**src/rtl/voq_pkg.sv**
```systemverilog
`timescale 1ns/1ps
package voq_pkg;

  // Queue index of an egress port; the own port has no queue.
  function automatic int dest_to_queue(int port, int self_port);
    return (port > self_port) ? port - 1 : port;
  endfunction

  // Egress port served by a queue index.
  function automatic int queue_to_dest(int q, int self_port);
    return (q >= self_port) ? q + 1 : q;
  endfunction

  // Reset-time route for a destination identifier.
  function automatic int default_route(int did, int nports, int self_port);
    return queue_to_dest(did % (nports - 1), self_port);
  endfunction

  // Word address of one beat inside the shared memory.
  function automatic int beat_addr(int slot, int beat, int beats);
    return slot * beats + beat;
  endfunction

endpackage

```
**src/rtl/voq_route_table.sv**
```systemverilog
`timescale 1ns/1ps
module voq_route_table #(
  parameter int NUM_PORTS = 4,
  parameter int SELF_PORT = 0,
  parameter int DID_W     = 4,
  parameter int PORT_W    = 2
) (
  input  logic              clk,
  input  logic              rst_n,
  input  logic              cfg_we,
  input  logic [DID_W-1:0]  cfg_did,
  input  logic [PORT_W-1:0] cfg_port,
  input  logic [DID_W-1:0]  lk_did,
  output logic [PORT_W-1:0] lk_port
);
  import voq_pkg::*;

  localparam int ENTRIES = 1 << DID_W;

  logic [PORT_W-1:0] route_mem [ENTRIES];
  logic              cfg_accept;

  assign cfg_accept = cfg_we && (cfg_port != PORT_W'(SELF_PORT))
                      && (int'(cfg_port) < NUM_PORTS);

  always_ff @(posedge clk) begin
    if (!rst_n) begin
      for (int d = 0; d < ENTRIES; d++)
        route_mem[d] <= PORT_W'(default_route(d, NUM_PORTS, SELF_PORT));
    end else if (cfg_accept) begin
      route_mem[cfg_did] <= cfg_port;
    end
  end

  assign lk_port = route_mem[lk_did];

  // no lookup ever yields the own port
  assert_route_not_self_R3: assert property (@(posedge clk) disable iff (!rst_n)
    lk_port != PORT_W'(SELF_PORT));

endmodule

```
**src/rtl/voq_free_pool.sv**
```systemverilog
`timescale 1ns/1ps
module voq_free_pool #(
  parameter int SLOTS  = 8,
  parameter int SLOT_W = 3,
  parameter int CNT_W  = 4
) (
  input  logic              clk,
  input  logic              rst_n,
  input  logic              take,
  input  logic              give,
  input  logic [SLOT_W-1:0] give_slot,
  output logic [SLOT_W-1:0] top_slot,
  output logic              avail,
  output logic [CNT_W-1:0]  free_cnt
);

  logic [SLOT_W-1:0] ring [SLOTS];
  logic [SLOT_W-1:0] rd_ptr, wr_ptr;

  function automatic logic [SLOT_W-1:0] step(logic [SLOT_W-1:0] p);
    return (int'(p) == SLOTS - 1) ? '0 : p + SLOT_W'(1);
  endfunction

  always_ff @(posedge clk) begin
    if (!rst_n) begin
      for (int i = 0; i < SLOTS; i++) ring[i] <= SLOT_W'(i);
      rd_ptr   <= '0;
      wr_ptr   <= '0;
      free_cnt <= CNT_W'(SLOTS);
    end else begin
      if (take) rd_ptr <= step(rd_ptr);
      if (give) begin
        ring[wr_ptr] <= give_slot;
        wr_ptr       <= step(wr_ptr);
      end
      free_cnt <= free_cnt + CNT_W'(give) - CNT_W'(take);
    end
  end

  assign top_slot = ring[rd_ptr];
  assign avail    = free_cnt != '0;

  // a slot is never taken from an empty pool
  assert_no_underflow_R9: assert property (@(posedge clk) disable iff (!rst_n)
    take |-> free_cnt != '0);

  // a slot is never returned to a full pool
  assert_no_overflow_R10: assert property (@(posedge clk) disable iff (!rst_n)
    (give && !take) |-> free_cnt != CNT_W'(SLOTS));

endmodule

```
**src/rtl/voq_queue_links.sv**
```systemverilog
`timescale 1ns/1ps
module voq_queue_links #(
  parameter int NUM_Q  = 3,
  parameter int QIDX_W = 2,
  parameter int SLOTS  = 8,
  parameter int SLOT_W = 3,
  parameter int CNT_W  = 4
) (
  input  logic                          clk,
  input  logic                          rst_n,
  input  logic                          push,
  input  logic [QIDX_W-1:0]             push_q,
  input  logic [SLOT_W-1:0]             push_slot,
  input  logic                          pop,
  input  logic [QIDX_W-1:0]             pop_q,
  output logic [NUM_Q-1:0][SLOT_W-1:0]  heads,
  output logic [NUM_Q-1:0]              nonempty
);

  logic [SLOT_W-1:0]             link [SLOTS];
  logic [NUM_Q-1:0][SLOT_W-1:0]  tails;
  logic [NUM_Q-1:0]              chain_req;

  for (genvar q = 0; q < NUM_Q; q++) begin : g_queue
    logic [SLOT_W-1:0] head_r, tail_r;
    logic [CNT_W-1:0]  cnt_r;
    logic              push_here, pop_here, fresh;

    assign push_here = push && (push_q == QIDX_W'(q));
    assign pop_here  = pop  && (pop_q  == QIDX_W'(q));
    // queue is empty once any same-cycle pop is applied
    assign fresh     = (cnt_r == '0) || (pop_here && cnt_r == CNT_W'(1));
    assign chain_req[q] = push_here && !fresh;

    always_ff @(posedge clk) begin
      if (!rst_n) begin
        head_r <= '0;
        tail_r <= '0;
        cnt_r  <= '0;
      end else begin
        cnt_r <= cnt_r + CNT_W'(push_here) - CNT_W'(pop_here);
        if (push_here) tail_r <= push_slot;
        if (push_here && fresh) head_r <= push_slot;
        else if (pop_here)      head_r <= link[head_r];
      end
    end

    assign heads[q]    = head_r;
    assign tails[q]    = tail_r;
    assign nonempty[q] = cnt_r != '0;
  end

  always_ff @(posedge clk) begin
    if (|chain_req) link[tails[push_q]] <= push_slot;
  end

  // only a queue with a frame is ever popped
  assert_pop_nonempty_R6: assert property (@(posedge clk) disable iff (!rst_n)
    pop |-> nonempty[pop_q]);

endmodule

```
**src/rtl/voq_ingress_buffer.sv**
```systemverilog
`timescale 1ns/1ps
module voq_ingress_buffer #(
  parameter int NUM_PORTS = 4,
  parameter int SELF_PORT = 0,
  parameter int DID_W     = 4,
  parameter int DATA_W    = 16,
  parameter int SLOTS     = 8,
  parameter int BEATS     = 4,
  localparam int PORT_W   = $clog2(NUM_PORTS)
) (
  input  logic                 clk,
  input  logic                 rst_n,
  input  logic                 cfg_we,
  input  logic [DID_W-1:0]     cfg_did,
  input  logic [PORT_W-1:0]    cfg_port,
  input  logic                 in_valid,
  output logic                 in_ready,
  input  logic [DATA_W-1:0]    in_data,
  input  logic [DID_W-1:0]     in_did,
  output logic [NUM_PORTS-1:0] arb_req,
  input  logic [NUM_PORTS-1:0] arb_gnt,
  output logic                 xb_valid,
  output logic [DATA_W-1:0]    xb_data,
  output logic                 xb_last,
  output logic [PORT_W-1:0]    xb_port
);
  import voq_pkg::*;

  localparam int NUM_Q  = NUM_PORTS - 1;
  localparam int QIDX_W = (NUM_Q > 1) ? $clog2(NUM_Q) : 1;
  localparam int SLOT_W = $clog2(SLOTS);
  localparam int BEAT_W = (BEATS > 1) ? $clog2(BEATS) : 1;
  localparam int CNT_W  = $clog2(SLOTS + 1);
  localparam int WORDS  = SLOTS * BEATS;
  localparam int ADDR_W = $clog2(WORDS);

  // ---------------- shared frame memory ----------------
  logic [DATA_W-1:0] frame_mem [WORDS];

  // ---------------- named internal events ----------------
  logic alloc_evt, release_evt, enqueue_evt, grant_evt, in_fire;

  // ---------------- receive side state ----------------
  logic              wr_active;
  logic [BEAT_W-1:0] wr_beat;
  logic [SLOT_W-1:0] wr_slot;
  logic [QIDX_W-1:0] wr_q;

  // ---------------- transmit side state ----------------
  logic              rd_active;
  logic [BEAT_W-1:0] rd_beat;
  logic [SLOT_W-1:0] rd_slot;
  logic [PORT_W-1:0] rd_port;

  // ---------------- sub-block wiring ----------------
  logic [PORT_W-1:0]            lk_port;
  logic [QIDX_W-1:0]            lk_q;
  logic [SLOT_W-1:0]            pool_top;
  logic                         pool_avail;
  logic [CNT_W-1:0]             pool_cnt;
  logic [NUM_Q-1:0][SLOT_W-1:0] q_heads;
  logic [NUM_Q-1:0]             q_nonempty;
  logic [SLOT_W-1:0]            cur_slot;
  logic [QIDX_W-1:0]            cur_q;
  logic [QIDX_W-1:0]            pop_q;
  logic [NUM_PORTS-1:0]         gnt_hit;
  logic [PORT_W-1:0]            grant_port;
  logic [ADDR_W-1:0]            wr_addr, rd_addr;

  voq_route_table #(
    .NUM_PORTS(NUM_PORTS), .SELF_PORT(SELF_PORT), .DID_W(DID_W), .PORT_W(PORT_W)
  ) i_route (
    .clk(clk), .rst_n(rst_n), .cfg_we(cfg_we), .cfg_did(cfg_did),
    .cfg_port(cfg_port), .lk_did(in_did), .lk_port(lk_port)
  );

  voq_free_pool #(
    .SLOTS(SLOTS), .SLOT_W(SLOT_W), .CNT_W(CNT_W)
  ) i_pool (
    .clk(clk), .rst_n(rst_n), .take(alloc_evt), .give(release_evt),
    .give_slot(rd_slot), .top_slot(pool_top), .avail(pool_avail),
    .free_cnt(pool_cnt)
  );

  voq_queue_links #(
    .NUM_Q(NUM_Q), .QIDX_W(QIDX_W), .SLOTS(SLOTS), .SLOT_W(SLOT_W), .CNT_W(CNT_W)
  ) i_links (
    .clk(clk), .rst_n(rst_n), .push(enqueue_evt), .push_q(cur_q),
    .push_slot(cur_slot), .pop(grant_evt), .pop_q(pop_q),
    .heads(q_heads), .nonempty(q_nonempty)
  );

  // ---------------- receive path ----------------
  assign in_ready    = wr_active || pool_avail;
  assign in_fire     = in_valid && in_ready;
  assign alloc_evt   = in_fire && !wr_active;
  assign enqueue_evt = in_fire && (int'(wr_beat) == BEATS - 1);
  assign lk_q        = QIDX_W'(dest_to_queue(int'(lk_port), SELF_PORT));
  assign cur_slot    = wr_active ? wr_slot : pool_top;
  assign cur_q       = wr_active ? wr_q : lk_q;
  assign wr_addr     = ADDR_W'(beat_addr(int'(cur_slot), int'(wr_beat), BEATS));

  always_ff @(posedge clk) begin
    if (!rst_n) begin
      wr_active <= 1'b0;
      wr_beat   <= '0;
      wr_slot   <= '0;
      wr_q      <= '0;
    end else if (in_fire) begin
      if (enqueue_evt) begin
        wr_active <= 1'b0;
        wr_beat   <= '0;
      end else begin
        wr_active <= 1'b1;
        wr_beat   <= wr_beat + BEAT_W'(1);
      end
      if (alloc_evt) begin
        wr_slot <= pool_top;
        wr_q    <= lk_q;
      end
    end
  end

  always_ff @(posedge clk) begin
    if (in_fire) frame_mem[wr_addr] <= in_data;
  end

  // ---------------- request and grant ----------------
  for (genvar p = 0; p < NUM_PORTS; p++) begin : g_req
    if (p == SELF_PORT) begin : g_self
      assign arb_req[p] = 1'b0;
    end else begin : g_other
      assign arb_req[p] = q_nonempty[dest_to_queue(p, SELF_PORT)] && !rd_active;
    end
  end

  assign gnt_hit   = arb_gnt & arb_req;
  assign grant_evt = |gnt_hit;

  always_comb begin
    grant_port = '0;
    for (int p = NUM_PORTS - 1; p >= 0; p--)
      if (gnt_hit[p]) grant_port = PORT_W'(p);
  end

  assign pop_q = QIDX_W'(dest_to_queue(int'(grant_port), SELF_PORT));

  // ---------------- transmit path ----------------
  assign release_evt = rd_active && (int'(rd_beat) == BEATS - 1);

  always_ff @(posedge clk) begin
    if (!rst_n) begin
      rd_active <= 1'b0;
      rd_beat   <= '0;
      rd_slot   <= '0;
      rd_port   <= '0;
    end else if (grant_evt) begin
      rd_active <= 1'b1;
      rd_beat   <= '0;
      rd_slot   <= q_heads[pop_q];
      rd_port   <= grant_port;
    end else if (release_evt) begin
      rd_active <= 1'b0;
      rd_beat   <= '0;
    end else if (rd_active) begin
      rd_beat   <= rd_beat + BEAT_W'(1);
    end
  end

  assign rd_addr  = ADDR_W'(beat_addr(int'(rd_slot), int'(rd_beat), BEATS));
  assign xb_valid = rd_active;
  assign xb_last  = release_evt;
  assign xb_data  = frame_mem[rd_addr];
  assign xb_port  = rd_port;

  // ---------------- assertions ----------------
  // a taken grant opens a transfer for that port on the next cycle
  assert_grant_starts_R5: assert property (@(posedge clk) disable iff (!rst_n)
    grant_evt |=> xb_valid && (xb_port == $past(grant_port)));

  // the port stays fixed and valid stays high until the last beat
  assert_port_held_R5: assert property (@(posedge clk) disable iff (!rst_n)
    (xb_valid && !xb_last) |=> xb_valid && $stable(xb_port));

  // one idle cycle follows every final beat
  assert_gap_after_last_R5: assert property (@(posedge clk) disable iff (!rst_n)
    xb_last |=> !xb_valid);

  // a frame in progress always has its slot, so ready never falls mid-frame
  assert_ready_mid_frame_R9: assert property (@(posedge clk) disable iff (!rst_n)
    (in_fire && !enqueue_evt) |=> in_ready);

endmodule

```
**config.mk**
```make
export PLATFORM = sky130hd
export DESIGN_NAME = voq_ingress_buffer
export DESIGN_NICKNAME = d
export VERILOG_FILES = /design/src/rtl/voq_pkg.sv /design/src/rtl/voq_route_table.sv /design/src/rtl/voq_free_pool.sv /design/src/rtl/voq_queue_links.sv /design/src/rtl/voq_ingress_buffer.sv
export SDC_FILE = /design/constraint.sdc
export NUM_CORES = 1
export LEC_CHECK = 0
export BUFFER_PORTS_ARGS = -buffer_cell sky130_fd_sc_hd__buf_2
export CORE_MARGIN = 5
export CORE_UTILIZATION = 30
export DETAILED_ROUTE_END_ITERATION = 12
export GPL_TIMING_DRIVEN = 0
export PLACE_DENSITY_LB_ADDON = 0.12
export SETUP_SLACK_MARGIN = 0.05
export SLEW_MARGIN = 20
export SYNTH_ARGS = -nofsm -noshare
export SYNTH_HDL_FRONTEND = slang
export SYNTH_SLANG_ARGS = --single-unit
```
**constraint.sdc**
```tcl
create_clock -name clk -period 3.3 [get_ports clk]
set_input_delay 0.66 -clock clk [delete_from_list [all_inputs] [get_ports clk]]
set_output_delay 0.66 -clock clk [all_outputs]
set_load 0.01 [all_outputs]
```
==> results of run 1 <==
-- sequential cells by signal, summed over array words and instances, names as in the netlist, 3 cells and up, named ones only --
signal and count:
i_links.g_queue.cnt_r 12, rd_slot 3, i_links.link 24, i_links.g_queue.head_r 9
i_pool.rd_ptr 3, i_pool.ring 24, i_pool.wr_ptr 3, i_links.g_queue.tail_r 9
i_route.route_mem 32, wr_slot 3, frame_mem 512, i_pool.free_cnt 4
-- cells in the mapped netlist (6+ instances only) --
master / instances / area (sq um)
a21boi_0: 11 / 82.6
nand2b_1: 11 / 68.8
or3_1: 14 / 87.6
nand2_1: 70 / 263
nand3_1: 21 / 105
mux2i_1: 33 / 330
buf_1: 15 / 56.3
o21ai_0: 25 / 125
nand4_1: 6 / 37.5
dfxtp_1: 68 / 1360
edfxtp_1: 592 / 17800
nor3_1: 15 / 75.1
and2_1: 28 / 175
ha_1: 29 / 363
clkbuf_1: 52 / 195
inv_1: 42 / 158
a21oi_1: 16 / 80.1
nor2b_1: 20 / 125
mux2_2: 22 / 248
mux4_2: 192 / 4320
nor2_1: 64 / 240
-- power breakdown --
group          internal [mW]  total (mW)  switching [mW]
sequential              9.51        9.77           0.256
combinational           3.01        6.31            3.29
clock                   4.76        8.23            3.47
-- worst max-delay path: stages, from the launching register on --
cell and delay [ns]:
dfxtp_2 0.34, buf_8 0.12, clkbuf_16 0.19, buf_16 0.15, mux4_2 0.53, mux4_2 0.60
mux2_4 0.35, buf_6 0.13
-- layer usage --
metal,vias up,wire (um),part of all wire,GRT usage
met1,7421,31100,0.44,0.198
met4,0,2100,0.029,0.0460
met3,106,2860,0.040,0.0281
li1,6111,-,-,-
met5,-,0,0,0
met2,275,35500,0.50,0.253
-- worst max-delay path by stage --
stage	slack (ns)	from	cells past startpoint	to
global route	-0.43	rd_beat[0]	7	xb_data[11]
detailed placement	-1.02	flip-flop	7	frame_mem[3][0]
CTS	-0.49	rd_beat[0]	8	xb_data[12]
floorplan	-0.09	flip-flop	7	frame_mem[0][0]
finish	-0.41	rd_beat[0]	7	xb_data[11]
global placement	-1.91	flip-flop	7	frame_mem[0][0]
-- kinds of logic after synthesis --
family / Yosys count / share of synthesized area
buf+inv: 118 / 0.0171
mux: 247 / 0.181
xor+xnor: 8 / 0.00259
compound gates: 83 / 0.0213
flops: 660 / 0.708
simple gates: 280 / 0.0537
fa+ha+maj: 33 / 0.0164
other cells: 1 / 0.000139
-- layout make-up --
type | count | area (sq um)
multi-input cells | 652 | 7940
repair buffers | 99 | 1110
plain buffers | 70 | 641
flip-flops and latches | 660 | 19100
fillers | 8372 | 56800
well taps | 1176 | 1470
clock inverters | 46 | 400
diodes | 1 | 2.50
clock buffers | 95 | 2050
inverters | 47 | 191
-- cell usage in the layout, fill, tap and decap left out, drive strengths merged, types with 4 or more instances in the layout --
cell type,count
edfxtp,592
mux4,192
clkbuf,142
buf,122
nand2,70
dfxtp,68
nor2,65
inv,45
clkinv,41
mux2i,33
ha,29
and2,28
o21ai,25
nand3,24
mux2,22
nor2b,21
a21oi,16
nor3,15
or3,14
nand2b,11
a21boi,11
nand4,7
nor3b,6
and3,5
a21o,5
xnor2,5
o211ai,4
nor4b,4
bufinv,4
fa,4
-- timing repair --
| item | CTS | global route |
|---|---|---|
| hold endpoints to repair | 0 | 0 |
| gates resized for setup | 140 | 41 |
| pin swaps | 19 | 7 |
| buffers inserted | 33 | 9 |
| gates cloned | 3 | 1 |
| endpoints found under the setup margin | 561 | 157 |
==> results.md, run 1 <==
- First-pass GRT wire length: 104000 um
- Synth warn: 0
- HPWL Detailed: 45000 um
- Routed len/inst: 25.1 um
- Hold path start: cfg_port[0]
- Routed Antenna Nets: 0
- Post-synth net total: 1497
- Reg2reg end: frame_mem[8][1]
- Worst Tran Pin Value: 0.960 ns
- Type of origin of the critical path: flip-flop
- P_leak: 10.4 nW
- Via count: 13900
- Starting Density: 0.301
- Worst Hold Class: input port to flip-flop
- Post-Syn Area per Cell: 18.9 sq um
- DP Cell Count: 2661
- Status: complete, but fails checks
- # rows: 110
- Setup CP Type: flip-flop to output port
- Placed instance area: 0.0291 sq mm
- Final period demand of the worst path: 3.71 ns
- Final net count: 1673
- Post-synthesis cell count: 1430
- RSZ-0062 raised after global routing: yes
- Cts hold-fix bufs: 0
- Synth Register Bits: 660
- Clk buf depth: 3
- Num CTS Buffers: 76
- CTS tree: built
- Clock slew at reported path FFs: 0.06 ns
- Area Overhead vs Synth: 21.8%
- Port Buf Inserts: 52
- Final instance count without filler cells: 2846
- Gr usage total: 0.150
- Fin Setup TNS: -5.63 ns
- Setup ws final: -0.407 ns
- Critical Path RT: 2.64 ns
- Max-slew violations: 0
- Post-synth ARST share: 0
- Setup crit end kind: output port
- Hold Vio Cnt, Final: 0
- Seq/Total Area, Yosys: 0.708
- Core Util, Final: 0.367
- Layout cells sized above 1: 0.327
- Achievable frequency: 270 MHz
- Largest net degree at the start of global routing: 33
- R2r setup slk: 0.14 ns
- Vias in the first global route: 14800
- Root Buffer: clkbuf_16
- Worst vdd ir: 0.000496 V
- Hold Crit Depth: 2
- Main synth FF type: edfxtp_1
- DR iter-0 viols: 895
- TritonCTS Sinks: 660
- Die width: 310 um
- Hold Slack: 0.358 ns
- Final instance area: 0.0329 sq mm
- DRT Pass-1 Iters: 5
- DRC Markers: 0
- Fin Clk Skew: 0.0366 ns
- Die Area: 0.0963 sq mm
- Period utilization: 1.12
- Setup WS pre-CTS: -1.02 ns
- Violated checks: negative setup slack
- WHS Endpoint: i_route.route_mem[3][0]
- Vias/cell: 4.89
- Initial antenna violation count: 2
- CTS H-tree depth: 3
- Endpoints failing setup: 16
- Post-synth EDFFs: 592
- Drt total wl: 71600 um
- Total power: 24.3 mW
- R2R depth: 9
- Die height: 310 um
- Gpl congestion: 0.754
- IO Pins: 59
- Global route overflow: 0
- Max-cap violations: 0
- Rel. slew slack: 0.355
- Syn Std Cell Area: 0.0270 sq mm
- Worst skew pair latency: 0.63 ns
- Netlist cell types: 59
- WP data arrival: 3.05 ns
- PwrDens: 738 mW/mm^2
- CP max FO: 7
- Core area: 0.0897 sq mm
Note: power is estimated with default switching activity, not from simulation.
==> run 2, diff against run 1 <==
--- a/config.mk
+++ b/config.mk
@@ -11,6 +11,7 @@
 export DETAILED_ROUTE_END_ITERATION = 12
 export GPL_TIMING_DRIVEN = 0
 export PLACE_DENSITY_LB_ADDON = 0.12
+export REMOVE_ABC_BUFFERS = 1
 export SETUP_SLACK_MARGIN = 0.05
 export SLEW_MARGIN = 20
 export SYNTH_ARGS = -nofsm -noshare
==> results.md, run 2 (same netlist as run 1, synthesis figures left out) <==
- Num CTS Buffers: 75 (-1.3%)
- Routed Antenna Nets: 0 (unchanged)
- Die height: 310 um (unchanged)
- Period utilization: 1.10 (-0.0266)
- P_leak: 10.8 nW (+3.4%)
- Total power: 24.1 mW (-0.74%)
- Gpl congestion: 0.724 (-4.0%)
- Via count: 13900 (-0.22%)
- IO Pins: 59 (unchanged)
- Clock slew at reported path FFs: 0.06 ns (about the same)
- Global route overflow: 0 (unchanged)
- DRT Pass-1 Iters: 4 (-1)
- Final period demand of the worst path: 3.62 ns (-0.0877 ns)
- Setup crit end kind: output port
- Max-cap violations: 0 (unchanged)
- Core area: 0.0897 sq mm (unchanged)
- RSZ-0062 raised after global routing: yes
- Area Overhead vs Synth: 25.0%
- Layout cells sized above 1: 0.336 (+0.00859)
- WP data arrival: 2.96 ns (-0.09 ns)
- Vias in the first global route: 14600 (-0.94%)
- Gr usage total: 0.152 (+0.00220)
- Achievable frequency: 276 MHz (+2.4%)
- PwrDens: 714 mW/mm^2 (-3.3%)
- Top flop regs: frame_mem (512), i_route.route_mem (32)
- Most common cell after layout, fill and taps aside: edfxtp_1
- Violated checks: negative setup slack
- Starting Density: 0.301 (unchanged)
- Critical Path RT: 2.64 ns (about the same)
- CTS H-tree depth: 3 (unchanged)
- Setup ws final: -0.319 ns (+0.0877 ns)
- First-pass GRT wire length: 105000 um (+1.2%)
- DRC Markers: 0 (unchanged)
- Largest net degree at the start of global routing: 60 (+82%)
- Rel. slew slack: 0.446 (+0.0902)
- Status: complete, but fails checks
- Port Buf Inserts: 56 (+7.7%)
- Fin Clk Skew: 0.0305 ns (-0.00611 ns)
- HPWL Detailed: 45600 um (+1.5%)
- Worst Tran Pin Value: 0.830 ns (-0.130 ns)
- Max-slew violations: 0 (unchanged)
- Worst vdd ir: 0.000384 V (-23%)
- Die Area: 0.0963 sq mm (unchanged)
- Top reg by flops: frame_mem
- TritonCTS Sinks: 660 (unchanged)
- Type of origin of the critical path: flip-flop
- Placed instance area: 0.0299 sq mm (+2.7%)
- Max reg flops: 512 (unchanged)
- Root Buffer: clkbuf_16
- Vias/cell: 4.88 (-0.12%)
- # rows: 110 (unchanged)
- Most frequent cells in the layout: 592 x edfxtp_1, 192 x mux4_2, 77 x clkbuf_16, 68 x nand2_1, 62 x dfxtp_1
- Worst Hold Class: input port to flip-flop
- Routed len/inst: 25.6 um (+1.7%)
- Worst skew pair latency: 0.62 ns (about the same)
- Hold Vio Cnt, Final: 0 (unchanged)
- Endpoints failing setup: 16 (unchanged)
- Die width: 310 um (unchanged)
- Setup CP Type: flip-flop to output port
- Drt total wl: 72700 um (+1.6%)
- CP max FO: 8 (+1)
- CTS tree: built
- Final net count: 1670 (-0.18%)
- Initial antenna violation count: 4 (+2)
- DR iter-0 viols: 875 (-2.2%)
- Final instance area: 0.0338 sq mm (+2.6%)
- Clk buf depth: 3 (unchanged)
run 2: cell count changes in the layout (fill, tap and decap cells not counted), sizes merged:
| cell | change |
|---|---|
| bufbuf | +3 |
| clkinvlp | -3 |
| buf | +42 |
| clkinv | -7 |
| clkbuf | -38 |
| bufinv | -4 |
| diode | +1 |
| inv | +3 |
run 2: worst paths after layout:
kind | start | to | slack (ns) | depth (start not counted)
worst max register to register | i_route.route_mem[14][0] | i_links.link[5][0] | 0.15 | 8
worst min-delay path | cfg_port[0] | i_route.route_mem[15][0] | 0.38 | 2
worst max-delay path | rd_beat[0] | xb_data[7] | -0.32 | 7
worst min register to register | i_links.g_queue[1].tail_r[1] | i_links.g_queue[1].tail_r[1] | 0.47 | 2
run 2: stage by stage:
step	setup WS, ns	hold slack [ns]	setup TNS [ns]	cells	utilization
floorplan	-4.12	0.443	-290.14	1359	-
finish	-0.319	0.377	-4.36	2843	0.377
global route	-0.394	0.362	-5.56	2841	0.377
CTS	-0.362	0.330	-5.37	2836	0.376
detailed placement	-1.15	0.467	-267.15	2635	0.334
global placement	-7.64	0.466	-1360.80	2591	0.318
run 2: final cells by class:
cell class,count,area [sq um]
Fill cell,8197,55900
Clock inverter,35,240
Timing Repair Buffer,167,2740
Sequential cell,660,19200
Inverter,47,185
Antenna cell,2,5.00
Clock buffer,104,2070
Multi-Input combinational cell,652,7940
Tap cell,1176,1470
run 2: timing repair:
| item | in CTS | in global routing |
|---|---|---|
| gates cloned | 13 | 0 |
| hold buffers | 0 | 0 |
| setup buffers | 49 | 8 |
| pin swaps | 24 | 5 |
| setup endpoints to repair | 574 | 292 |
| endpoints found under the hold margin | 0 | 0 |
| resized for setup | 79 | 16 |
run 2: power breakdown:
group	leakage, nW	total, mW	internal, mW	switching, mW
combinational	3.74	6.36	3.38	2.98
sequential	5.91	9.95	9.52	0.422
clock	1.13	7.82	4.42	3.40
run 2: worst max-delay path: stages (launching register included):
cell and delay (ns):
dfxtp_4 0.37, buf_12 0.13, buf_16 0.15, buf_12 0.16
mux4_2 0.51, mux4_2 0.53, mux2_4 0.33, buf_6 0.13
run 2: routing by layer:
layer  vias up  part of all wire  global-route usage
li1       6117                 -                   -
met1      7418              0.43               0.201
met2       261              0.51               0.263
met3        84             0.049              0.0281
met4         2             0.016              0.0351
met5         -           0.00012                   0
